===== src/rtl/usb_ls_tx.sv =====
module usb_ls_tx #(
  parameter int TPB = 8,
  parameter int CW  = 5,
  parameter int AW  = 7
) (
  input  logic          clk,
  input  logic          rst_n,
  input  logic          start,
  input  logic          hs_start,
  input  logic          hs_nak,
  input  logic [CW-1:0] byte_cnt,
  output logic [CW-1:0] rd_idx,
  input  logic [7:0]    rd_byte,
  input  logic          addr_wr,
  input  logic [AW-1:0] addr_in,
  output logic          dp,
  output logic          dm,
  output logic          oe,
  output logic          busy,
  output logic          done,
  output logic [AW-1:0] dev_addr
);
  localparam int TW = $clog2(2 * TPB);
  localparam logic [7:0] SYNC    = 8'h80;
  localparam logic [7:0] PID_ACK = 8'hD2;
  localparam logic [7:0] PID_NAK = 8'h5A;

  typedef enum logic [2:0] {S_IDLE, S_ARM, S_LEAD, S_BITS, S_SE0, S_TAIL} st_t;

  st_t           st;
  logic [TW-1:0] tc;
  logic [7:0]    sh;
  logic [2:0]    bi;
  logic [2:0]    ones;
  logic [CW-1:0] bc, last;
  logic          lk, fin, hs, hk, done_q;
  logic [AW-1:0] pend, dev_q;

  wire           go    = (st == S_IDLE) && (start || hs_start);
  wire [TW-1:0]  lim   = (st == S_SE0) ? TW'(2 * TPB - 1) : TW'(TPB - 1);
  wire           tend  = (tc == lim);
  wire           stuff = (ones == 3'd6);
  wire [7:0]     nxt   = hs ? (hk ? PID_NAK : PID_ACK) : rd_byte;

  assign rd_idx   = bc;
  assign oe       = (st != S_IDLE) && (st != S_ARM);
  assign busy     = (st != S_IDLE);
  assign dp       = (st == S_BITS) && lk;
  assign dm       = (st == S_ARM) || (st == S_LEAD) || (st == S_TAIL) ||
                    ((st == S_BITS) && !lk);
  assign done     = done_q;
  assign dev_addr = dev_q;

  always_ff @(posedge clk) begin
    if (!rst_n) begin
      st     <= S_IDLE;
      tc     <= '0;
      sh     <= '0;
      bi     <= '0;
      ones   <= '0;
      bc     <= '0;
      last   <= '0;
      lk     <= 1'b0;
      fin    <= 1'b0;
      hs     <= 1'b0;
      hk     <= 1'b0;
      done_q <= 1'b0;
      pend   <= '0;
      dev_q  <= '0;
    end else begin
      done_q <= 1'b0;
      if (addr_wr) pend <= addr_in;
      case (st)
        S_IDLE: if (go) begin
          st   <= S_ARM;
          hs   <= hs_start;
          hk   <= hs_nak;
          last <= hs_start ? CW'(1) : byte_cnt - CW'(1);
          sh   <= SYNC;
          bi   <= '0;
          bc   <= '0;
          ones <= '0;
          lk   <= 1'b0;
          fin  <= 1'b0;
          tc   <= '0;
        end
        S_ARM: begin
          st <= S_LEAD;
          tc <= '0;
        end
        S_LEAD, S_BITS: begin
          if (!tend) tc <= tc + 1'b1;
          else begin
            tc <= '0;
            if (stuff) begin
              lk   <= ~lk;
              ones <= '0;
              st   <= S_BITS;
            end else if (fin) begin
              st <= S_SE0;
            end else begin
              st <= S_BITS;
              if (!sh[0]) begin
                lk   <= ~lk;
                ones <= '0;
              end else begin
                ones <= ones + 3'd1;
              end
              sh <= sh >> 1;
              bi <= bi + 3'd1;
              if (bi == 3'd7) begin
                if (bc == last) fin <= 1'b1;
                else begin
                  bc <= bc + 1'b1;
                  sh <= nxt;
                end
              end
            end
          end
        end
        S_SE0: begin
          if (tend) begin
            st <= S_TAIL;
            tc <= '0;
          end else tc <= tc + 1'b1;
        end
        S_TAIL: begin
          if (tend) begin
            st     <= S_IDLE;
            tc     <= '0;
            done_q <= 1'b1;
            if (!hs) dev_q <= addr_wr ? addr_in : pend;
          end else tc <= tc + 1'b1;
        end
        default: st <= S_IDLE;
      endcase
    end
  end
endmodule


===== config.mk =====
export PLATFORM = sky130hd
export DESIGN_NAME = usb_ls_tx
export DESIGN_NICKNAME = d
export VERILOG_FILES = /design/src/rtl/usb_ls_tx.sv
export SDC_FILE = /design/constraint.sdc
export NUM_CORES = 1
export LEC_CHECK = 0
export BUFFER_PORTS_ARGS = -buffer_cell sky130_fd_sc_hd__buf_2
export CORE_ASPECT_RATIO = 1.75
export CORE_MARGIN = 4
export CORE_UTILIZATION = 40
export DETAILED_ROUTE_END_ITERATION = 6
export HOLD_SLACK_MARGIN = 0.12
export PLACE_DENSITY_LB_ADDON = 0.3
export REMOVE_ABC_BUFFERS = 1
export SYNTH_ARGS = -nofsm -noshare
export SYNTH_HDL_FRONTEND = slang
export SYNTH_SLANG_ARGS = --single-unit

===== constraint.sdc =====
create_clock -name clk -period 4.2 [get_ports clk]
set_input_delay 1.26 -clock clk [delete_from_list [all_inputs] [get_ports clk]]
set_output_delay 1.26 -clock clk [all_outputs]
set_load 0.01 [all_outputs]

==> metrics.txt <==
Max Fclk ~0.37 GHz; Max-Cap Viols 0; global-route wire length before repair just under 10000 um; Worst Path Required around 3 ns; Pwr Total 1.42 mW; crit path kind reg2out; ANT nets after route 0; initial antenna violation count 0; unrepaired setup endpoints after global routing false; Reg2Reg Capture Point rd_idx[3]; Inst Count DP around 400; share of the synthesized area in the top cell type roughly two fifths; Post-synth EDFFs 0; Critical Path Source st[1]; max-slew violation count 0; sequential share of the synthesized area just under 40%; DP Worst Slack about 1.4 ns; Global Route Usage Sum 16.3%; relative slew slack about a quarter; worst vdd ir between 0.3 and 0.4 mV; pwr dens between 400 and 500 mW/mm2; hold buffer count at CTS 0; CP max FO 7; min-delay worst type reg2reg; die width roughly 68 um; Synth cell types 64; Avg Cell Area, Syn 8.75 um2; chip height 114 um; main combinational cell family by area after synthesis simple AND/OR/NAND/NOR gates; dominant synthesized flop cell dfxtp_1; flop-to-flop setup slack between 1.5 and 2 ns; Hold Vio Cnt, Final 0; H-Tree Depth 2; vias in the first global route around 2200; leak pwr around 1.2 nW; Initial Utilization 41.0%; synth-to-layout area growth 15.0%; Synth async-reset ratio 0%; detailed placement HPWL ~4500 um; Post-Route WL approximately 6000 um; DRC viols 0; worst hold slack ~0.46 ns; worst skew pair latency 0.32 ns; Vias/cell approximately 5.4; Worst-path clk slew approximately 0.09 ns; Simple-Gate Fraction of Synth Area around 23%; FP Rows 38; largest net degree at the start of global routing 30; min Tclk post-route about 2.7 ns; Setup Viol. Count Final 0; status finished, final reports clean; mux cell area share after synthesis approximately 7.5%; post-synthesis compound-gate area fraction about a fifth; GPL Wtd Cong a little under 0.8; FF+latch count, synth 50; leading post-synthesis cells by cell area dfxtp_1 (39%), mux2i_1 (6.7%), nor2_1 (5.4%); Vias around 2200; Area after DPL 0.00282 mm2; grt ovf 0; Bufs on Longest Clock Path 2; routed len/inst approximately 14 um; crit end category primary output; Synth Cell Area around 0.0026 mm2; RR Startpoint st[2]; Worst Skew around 0.007 ns; CTS root buf clkbuf_8; Worst R2R Path Depth 7; crit path to oe; DR iter-0 viols 61; area leader, netlist dfxtp_1; worst setup margin ~1.5 ns; Arr. time, crit path about 1.5 ns; Design Area, Final ~0.0029 mm2; CTS Buf Count 5; CORE AREA approximately 0.0062 mm2; die area between 0.007 and 0.008 mm2; top post-synthesis cells by count dfxtp_1 (50), nor2_1 (37), nand2_1 (29), a21oi_1 (17), mux2i_1 (17); CTS tree yes; adder-cell area share of the yosys netlist 4.90%; startpoint class of the critical path register; CTS Sinks 50; Post-Syn Instances between 200 and 300; drt first pass iters 4; XOR/XNOR share of the synthesized area around 2.7%; setup bufs post-CTS 0; port buffer count 42; fin crit share 64.5%; n_diodes 0; fillers between 600 and 700; share of layout cells above drive strength 1 ~21%; # resized after CTS 0; post-layout util 47.1%; Worst-Margin Slew roughly 1.1 ns; most common cell in the netlist dfxtp_1; num ports 43; Yosys warning total 0; post-route insts no fill 412; nets around 370; Setup TNS 0 ns
-- registers in the layout, summed over array words and instances, names as in the netlist, 4 cells and up --
signal	count
sh	8
last	5
rd_idx	5
tc	4
dev_addr	7
pend	7
-- where the power goes --
part	switching (mW)	leakage [nW]	internal, mW
clock network	0.179	0.0591	0.182
registers	0.0553	0.406	0.513
logic	0.294	0.740	0.193
-- worst min path at each step --
| stage | startpoint | to | slack (ns) | cells after the start |
|---|---|---|---|---|
| final | sh[6] | sh[6] | 0.46 | 2 |
| after global routing | sh[6] | sh[6] | 0.48 | 2 |
| after CTS | sh[6] | sh[6] | 0.47 | 2 |
| after floorplan | sh[3] | sh[3] | 0.42 | 2 |
| after detailed placement | sh[6] | sh[6] | 0.44 | 2 |
| after global placement | sh[2] | sh[2] | 0.44 | 2 |
-- cells by family (layout without fill, tap and decap cells) --
| group | Yosys count | in the layout |
|---|---|---|
| compound gates | 68 | 68 |
| xor+xnor | 8 | 8 |
| fa+ha+maj | 10 | 10 |
| buf+inv | 23 | 63 |
| flops | 50 | 50 |
| mux | 19 | 19 |
| simple gates | 114 | 114 |
-- routing by layer --
layer | vias up | part of all wire, % | GRT usage, %
met5 | - | 0 | 0
met4 | 0 | 1.7 | 6.11
met3 | 6 | 4.3 | 4.04
met2 | 42 | 53 | 28.8
li1 | 1118 | - | -
met1 | 1051 | 41 | 17.9
-- area by class of cell --
type | count | area (um2) | share of cell area, %
Multi-Input combinational cell | 219 | 1460 | 49.6
Sequential cell | 50 | 1000 | 34.1
Timing Repair Buffer | 43 | 218 | 7.41
Tap cell | 80 | 100 | 3.41
Clock buffer | 5 | 68.8 | 2.34
Clock inverter | 3 | 47.5 | 1.62
Inverter | 12 | 45.0 | 1.53
-- worst max-delay path, stage by stage (launching register included) --
cell and delay, ns:
dfxtp_1 0.52, inv_1 0.19, ha_1 0.26, inv_1 0.05, buf_2 0.12
-- cells in the final DEF, fill, tap and decap left out, types with 2 or more instances in the layout --
| master | count |
|---|---|
| dfxtp_1 | 50 |
| buf_2 | 42 |
| nor2_1 | 37 |
| nand2_1 | 29 |
| a21oi_1 | 17 |
| mux2i_1 | 17 |
| inv_1 | 11 |
| nor3_1 | 10 |
| ha_1 | 10 |
| o21ai_0 | 9 |
| a211oi_1 | 8 |
| nand3_1 | 8 |
| o31ai_1 | 5 |
| xor2_1 | 5 |
| clkbuf_8 | 5 |
| nand4_1 | 4 |
| xnor2_1 | 3 |
| o22ai_1 | 3 |
| nand2b_1 | 3 |
| and2_1 | 3 |
| nor2b_1 | 3 |
| o311ai_0 | 2 |
| o21ai_1 | 2 |
| mux2_2 | 2 |
| nand4b_1 | 2 |
| or4_1 | 2 |
| o2111ai_1 | 2 |
| inv_6 | 2 |
Power figures use the tool's default switching activity.
